===== src/rtl/sensor_cfg_pkg.sv =====
package sensor_cfg_pkg;
  localparam int IMG_W    = 48;
  localparam int TRAIL_W  = 5;
  localparam int THR_LSB  = 10;
  localparam int GAIN_LSB = 19;
  localparam int FILT_LSB = 21;
  localparam logic [TRAIL_W-1:0] TRAILER = 5'h16; // sent LSB first: 0,1,1,0,1

  typedef enum logic [2:0] {
    ST_IDLE, ST_LEAD, ST_WLO, ST_WHI, ST_GAP, ST_RLO, ST_RHI, ST_TAIL
  } phase_e;

  function automatic logic [1:0] gain_code(input logic [1:0] g);
    case (g)
      2'd2:    return 2'd3;
      2'd3:    return 2'd0;
      default: return 2'd1;
    endcase
  endfunction

  function automatic logic [2:0] filt_code(input logic [1:0] f);
    case (f)
      2'd0:    return 3'd7;
      2'd1:    return 3'd0;
      2'd2:    return 3'd1;
      default: return 3'd2;
    endcase
  endfunction
endpackage


===== src/rtl/sensor_cfg_pack.sv =====
module sensor_cfg_pack
  import sensor_cfg_pkg::*;
(
  input  logic [7:0]       thresh,
  input  logic [1:0]       gain,
  input  logic [1:0]       filter,
  output logic [IMG_W-1:0] image
);
  always_comb begin
    image = '0;
    image[THR_LSB +: 8]  = thresh;
    image[GAIN_LSB +: 2] = gain_code(gain);
    image[FILT_LSB +: 3] = filt_code(filter);
  end
endmodule


===== src/rtl/sensor_cfg_timer.sv =====
module sensor_cfg_timer #(
  parameter int W = 16
) (
  input  logic         clk,
  input  logic         rst_n,
  input  logic         load,
  input  logic [W-1:0] load_val,
  output logic         expired
);
  logic [W-1:0] cnt;

  always_ff @(posedge clk or negedge rst_n) begin
    if (!rst_n)         cnt <= '0;
    else if (load)      cnt <= load_val;
    else if (cnt != '0) cnt <= cnt - 1'b1;
  end

  assign expired = (cnt == '0);
endmodule


===== src/rtl/sensor_cfg_budget.sv =====
module sensor_cfg_budget #(
  parameter int          W     = 21,
  parameter logic [W-1:0] LIMIT = '1
) (
  input  logic clk,
  input  logic rst_n,
  input  logic clear,
  input  logic run,
  output logic over
);
  logic [W-1:0] cnt;

  always_ff @(posedge clk or negedge rst_n) begin
    if (!rst_n)     cnt <= '0;
    else if (clear) cnt <= '0;
    else if (run)   cnt <= cnt + 1'b1;
  end

  assign over = run && !clear && (cnt == LIMIT - 1'b1);
endmodule


===== src/rtl/sensor_cfg_engine.sv =====
module sensor_cfg_engine
  import sensor_cfg_pkg::*;
#(
  parameter int CLK_HZ    = 1_000_000,
  parameter int BUDGET_MS = 1400
) (
  input  logic             clk,
  input  logic             rst_n,
  input  logic             cfg_valid,
  output logic             cfg_ready,
  input  logic [7:0]       cfg_thresh,
  input  logic [1:0]       cfg_gain,
  input  logic [1:0]       cfg_filter,
  output logic             sclk,
  output logic             sdat_o,
  output logic             sdat_oe,
  input  logic             sdat_i,
  output logic [IMG_W-1:0] rd_image,
  output logic             cfg_done,
  output logic             cfg_mismatch,
  output logic             cfg_timeout
);
  localparam longint HALF_RAW = longint'(CLK_HZ) / 2000;
  localparam longint LEAD_RAW = longint'(CLK_HZ) / 100000;
  localparam longint GAP_RAW  = longint'(CLK_HZ) * 30 / 1000;
  localparam longint BUD_RAW  = longint'(CLK_HZ) * BUDGET_MS / 1000;
  localparam longint HALF     = (HALF_RAW < 1) ? 1 : HALF_RAW;
  localparam longint LEAD     = (LEAD_RAW < 1) ? 1 : LEAD_RAW;
  localparam longint GAP      = (GAP_RAW  < 1) ? 1 : GAP_RAW;
  localparam longint BUDGET   = (BUD_RAW  < 2) ? 2 : BUD_RAW;
  localparam longint TMAX_A   = (HALF > LEAD) ? HALF : LEAD;
  localparam longint TMAX     = (GAP > TMAX_A) ? GAP : TMAX_A;
  localparam int     TW       = $clog2(TMAX + 1);
  localparam int     BW       = $clog2(BUDGET + 1);
  localparam int     TX_W     = IMG_W - 1 + TRAIL_W;
  localparam int     CW       = $clog2(TX_W + 1);

  phase_e            state;
  logic [TX_W-1:0]   tx_sr;
  logic [IMG_W-1:0]  rx_sr, exp_img, packed_img;
  logic [CW-1:0]     bit_cnt;
  logic              tmr_load, tmr_exp, over, accept;
  logic [TW-1:0]     tmr_val;
  logic              wr_last, rd_last;

  assign accept  = (state == ST_IDLE) && cfg_valid;
  assign wr_last = (bit_cnt == CW'(TX_W - 1));
  assign rd_last = (bit_cnt == CW'(IMG_W - 1));

  sensor_cfg_pack u_pack (
    .thresh(cfg_thresh), .gain(cfg_gain), .filter(cfg_filter), .image(packed_img)
  );

  sensor_cfg_timer #(.W(TW)) u_timer (
    .clk(clk), .rst_n(rst_n), .load(tmr_load), .load_val(tmr_val), .expired(tmr_exp)
  );

  sensor_cfg_budget #(.W(BW), .LIMIT(BW'(BUDGET))) u_budget (
    .clk(clk), .rst_n(rst_n), .clear(accept), .run(state != ST_IDLE), .over(over)
  );

  // timer reload for the phase about to be entered
  always_comb begin
    tmr_load = 1'b0;
    tmr_val  = '0;
    unique case (state)
      ST_IDLE: if (cfg_valid) begin tmr_load = 1'b1; tmr_val = TW'(LEAD - 1); end
      ST_LEAD, ST_WLO, ST_GAP, ST_RLO:
        if (tmr_exp) begin tmr_load = 1'b1; tmr_val = TW'(HALF - 1); end
      ST_WHI:
        if (tmr_exp) begin
          tmr_load = 1'b1;
          tmr_val  = wr_last ? TW'(GAP - 1) : TW'(HALF - 1);
        end
      ST_RHI:
        if (tmr_exp) begin
          tmr_load = 1'b1;
          tmr_val  = rd_last ? TW'(GAP - 1) : TW'(HALF - 1);
        end
      default: ;
    endcase
  end

  always_ff @(posedge clk or negedge rst_n) begin
    if (!rst_n) begin
      state        <= ST_IDLE;
      tx_sr        <= '0;
      rx_sr        <= '0;
      exp_img      <= '0;
      bit_cnt      <= '0;
      cfg_done     <= 1'b0;
      cfg_mismatch <= 1'b0;
      cfg_timeout  <= 1'b0;
    end else begin
      cfg_done     <= 1'b0;
      cfg_mismatch <= 1'b0;
      cfg_timeout  <= 1'b0;
      if (over) begin
        state       <= ST_IDLE;
        bit_cnt     <= '0;
        cfg_timeout <= 1'b1;
      end else begin
        unique case (state)
          ST_IDLE: if (cfg_valid) begin
            exp_img <= packed_img;
            bit_cnt <= '0;
            state   <= ST_LEAD;
          end
          ST_LEAD: if (tmr_exp) begin
            tx_sr <= {TRAILER, exp_img[IMG_W-1:1]};
            state <= ST_WLO;
          end
          ST_WLO: if (tmr_exp) state <= ST_WHI;
          ST_WHI: if (tmr_exp) begin
            tx_sr <= tx_sr >> 1;
            if (wr_last) begin
              bit_cnt <= '0;
              state   <= ST_GAP;
            end else begin
              bit_cnt <= bit_cnt + 1'b1;
              state   <= ST_WLO;
            end
          end
          ST_GAP: if (tmr_exp) state <= ST_RLO;
          ST_RLO: if (tmr_exp) state <= ST_RHI;
          ST_RHI: if (tmr_exp) begin
            if (rd_last) begin
              rx_sr   <= {sdat_i, rx_sr[IMG_W-1:2], 1'b0};
              bit_cnt <= '0;
              state   <= ST_TAIL;
            end else begin
              rx_sr   <= {sdat_i, rx_sr[IMG_W-1:1]};
              bit_cnt <= bit_cnt + 1'b1;
              state   <= ST_RLO;
            end
          end
          ST_TAIL: if (tmr_exp) begin
            state <= ST_IDLE;
            if (rx_sr == exp_img) cfg_done     <= 1'b1;
            else                  cfg_mismatch <= 1'b1;
          end
          default: state <= ST_IDLE;
        endcase
      end
    end
  end

  assign cfg_ready = (state == ST_IDLE);
  assign sclk      = (state == ST_WHI) || (state == ST_RHI);
  assign sdat_oe   = (state == ST_WLO) || (state == ST_WHI);
  assign sdat_o    = sdat_oe && tx_sr[0];
  assign rd_image  = rx_sr;
endmodule


===== config.mk =====
export PLATFORM = sky130hd
export DESIGN_NAME = sensor_cfg_engine
export DESIGN_NICKNAME = d
export VERILOG_FILES = /design/src/rtl/sensor_cfg_pkg.sv /design/src/rtl/sensor_cfg_pack.sv /design/src/rtl/sensor_cfg_timer.sv /design/src/rtl/sensor_cfg_budget.sv /design/src/rtl/sensor_cfg_engine.sv
export SDC_FILE = /design/constraint.sdc
export NUM_CORES = 1
export LEC_CHECK = 0
export BUFFER_PORTS_ARGS = -buffer_cell sky130_fd_sc_hd__buf_2
export CAP_MARGIN = 10
export CORE_ASPECT_RATIO = 0.6
export CORE_UTILIZATION = 50
export CTS_CLUSTER_DIAMETER = 30
export DETAILED_ROUTE_END_ITERATION = 7
export GPL_TIMING_DRIVEN = 0
export PLACE_DENSITY_LB_ADDON = 0.25
export SYNTH_ARGS = -nofsm -noshare
export SYNTH_HDL_FRONTEND = slang
export SYNTH_SLANG_ARGS = --single-unit

===== constraint.sdc =====
create_clock -name clk -period 5.35 [get_ports clk]
set_input_delay 0.535 -clock clk [delete_from_list [all_inputs] [get_ports clk]]
set_output_delay 0.535 -clock clk [all_outputs]
set_load 0.1 [all_outputs]

==> run_results.csv <==
group,metric,value,unit
route,drc,0,
synth,synth_edf_count,0,
floorplan,fp.dieW,158.2,um
floorplan,rows,33,
floorplan,coreArea,0.01396,sq mm
timing,worst_slew_pin_slew,927.7,ps
synth,synth.distinct_cells,53,
cells_and_area,layout_commonest_cell,"dfrtp_1",
cells_and_area,ff_latch_area,0.004029,sq mm
route,drt_iter0_drc,408,
critical_path,path_class,"reg -> out",
synth,synthSimpleGateAreaFrac,16.47,%
critical_path,path_depth,6,
route,vias,5609,
route,first_pass_iters,6,
synth,syn_inst,693,
cells_and_area,drive_above_1_share,22.24,%
timing,relSlewSlack,38.16,%
critical_path,r2r_slack,2410,ps
cells_and_area,diodes,0,
synth,async_flop_share,100.0,%
global_route,first_global_vias,5363,
global_route,grt_max_degree,101,
synth,synth_xor_area_share,3.110,%
timing,fmax,320.3,MHz
cells_and_area,syn_to_final_growth,16.90,%
clock_tree,cts_tree,"done",
synth,ys_seq_area_share,55.01,%
critical_path,worstPathMaxFanout,10,
clock_tree,postCtsResizedCells,0,
synth,yosysWarnings,0,
timing,hold_violations,0,
critical_path,cp_num_buf_inv,5,
global_route,grt_pass1_wl,27780,um
outcome,status,"completed",
cells_and_area,multiInputGateArea,0.003102,sq mm
cells_and_area,layout.nets,805,
critical_path,reg2reg_to,"u_budget.cnt[18]",
timing,post-route-period-util,58.35,%
critical_path,cp.required,4820,ps
min_path,hold_class,"in -> async",
power,totalPowerFinal,0.003808,W
placed_design,dp_hpwl,11910,um
timing,tns,0,ps
synth,synth_compound_area_share,9.995,%
critical_path,crit_path_start,"state[2]",
critical_path,max_stage_delay,520,ps
placed_design,gp_congestion,0.9045,
critical_path,worst-r2r-cell-count,10,
cells_and_area,fill_cells,1155,
route,route.detailed.wl_per_inst,16.91,um
clock_tree,clk_pin_slew,70,ps
synth,syn_area_per_cell,10.57,sq um
placed_design,placed_area,0.007948,sq mm
timing,min_period,3122,ps
critical_path,cp_top_family,"buffers and inverters",
synth,ys.flop_type,"dfrtp_1",
placed_design,numPortBuffers,70,
cells_and_area,layout_common_cells,"dfrtp_1, nand2_1, o21ai_0, buf_2, mux2_2",
timing,rsz0062_at_grt,"no",
critical_path,start_kind,"register",
clock_tree,clock_path_buffers,2,
timing,fin_skew,9.184,ps
floorplan,start_util,52.47,%
route,ant_nets,0,
clock_tree,hold_buffers,0,
clock_tree,clock_latency,430,ps
flow_run,drv_cap,0,
synth,muxShareOfSynthArea,11.75,%
route,drt-vias-per-instance,5.677,
floorplan,fp.dieArea,0.01515,sq mm
timing,drv_slew,0,
clock_tree,clock_sinks,161,
synth,syn_nets,715,
critical_path,r2r_start,"state[2]",
global_route,antenna_found_initial,0,
timing,setup_viol_count_final,0,
power,power_density,444.8,mW/mm^2
critical_path,endpoint_kind,"primary output",
power,ir_drop,0.2394,mV
synth,synthAdderAreaFrac,1.025,%
synth,ys_ff_latch,161,
floorplan,io_pins,71,
critical_path,crit_end,"cfg_ready",
clock_tree,htree_levels,4,
floorplan,die_h,95.75,um
synth,syn_area,0.007323,sq mm
route,totalWireLength,16710,um
critical_path,worstPathCellList,"clkbuf_1 -> or3_1 -> buf_2 -> inv_1 -> clkbuf_1 -> buf_2",
critical_path,critPathArrivalTime,2590,ps
critical_path,slowest_stage,"buf_2",
global_route,grtUsageTotal,24.12,%
synth,synth_top_family_by_area,"simple AND/OR/NAND/NOR gates",
clock_tree,cts_setup_buffers,0,
cells_and_area,finalInstanceArea,0.008561,sq mm
power,leakage,4.134,nW
clock_tree,cts_buffers,17,
global_route,overflow,0,
clock_tree,root_buffer,"clkbuf_16",
[registers in the layout, indices dropped and copies added (netlist names)]
register,count
cfg_timeout,1
tx_sr,52
exp_img,13
cfg_mismatch,1
u_budget.cnt,21
cfg_done,1
state,3
bit_cnt,6
u_timer.cnt,15
rd_image,48
[metal layers]
| metal | vias to the layer above | global-route usage, % | routed length, um |
|---|---|---|---|
| li1 | 2617 | - | - |
| met1 | 2816 | 36.59 | 8408 |
| met2 | 149 | 33.63 | 7161 |
| met3 | 27 | 5.358 | 883 |
| met4 | 0 | 8.814 | 258 |
| met5 | - | 0 | 0 |
[area by class of cell]
type | instances | share of cell area, %
multi-input cells | 487 | 36.23
clock buffers | 17 | 4.969
well taps | 192 | 2.806
clock inverters | 15 | 2.192
repair buffers | 71 | 4.487
inverters | 9 | 0.3946
plain buffers | 36 | 1.856
flip-flops and latches | 161 | 47.06
[cells in the mapped netlist (9+ instances only)]
cell type,number,area [sq um]
xnor2_1,11,96.34
mux2i_1,23,230.2
nor4_1,14,87.58
xor2_1,15,131.4
clkbuf_1,26,97.59
dfrtp_1,161,4029
nand2_1,132,495.5
o21ai_0,77,385.4
nor2_1,24,90.09
mux2_2,56,630.6
nand3_1,25,125.1
inv_1,9,33.78
nor3_1,9,45.04
a21oi_1,10,50.05
[through the flow]
step	hold WS [ps]	worst slack [ps]	cells	utilization [%]
global placement	456.3	1442	955	56.71
finish	189.3	2228	988	61.34
global route	273.8	2079	988	61.34
detailed placement	470.4	2449	956	56.95
CTS	232.8	2257	988	61.34
floorplan	239.4	1865	693	-
[power breakdown]
group | internal (W) | switching, W | leakage (nW)
combinational | 0.000374 | 0.000620 | 1.65
sequential | 0.00140 | 0.000162 | 2.19
clock | 0.000675 | 0.000580 | 0.294
[logic make-up (layout without fill, tap and decap cells)]
logic type / after synthesis / count (layout)
buffers and inverters: 45 / 148
and+or+nand+nor: 254 / 254
AOI/OAI and AO/OA: 122 / 122
xor gates and xnor gates: 26 / 26
adders and majority gates: 6 / 6
muxes: 79 / 79
DFF: 161 / 161
[worst min path at each step]
stage / slack, ps / to
after floorplan: 240 / bit_cnt[0]
after global placement: 460 / u_budget.cnt[12]
after detailed placement: 470 / tx_sr[11]
after CTS: 230 / tx_sr[30]
after global routing: 270 / tx_sr[30]
final: 190 / tx_sr[30]
Note: power is estimated with default switching activity, not from simulation.
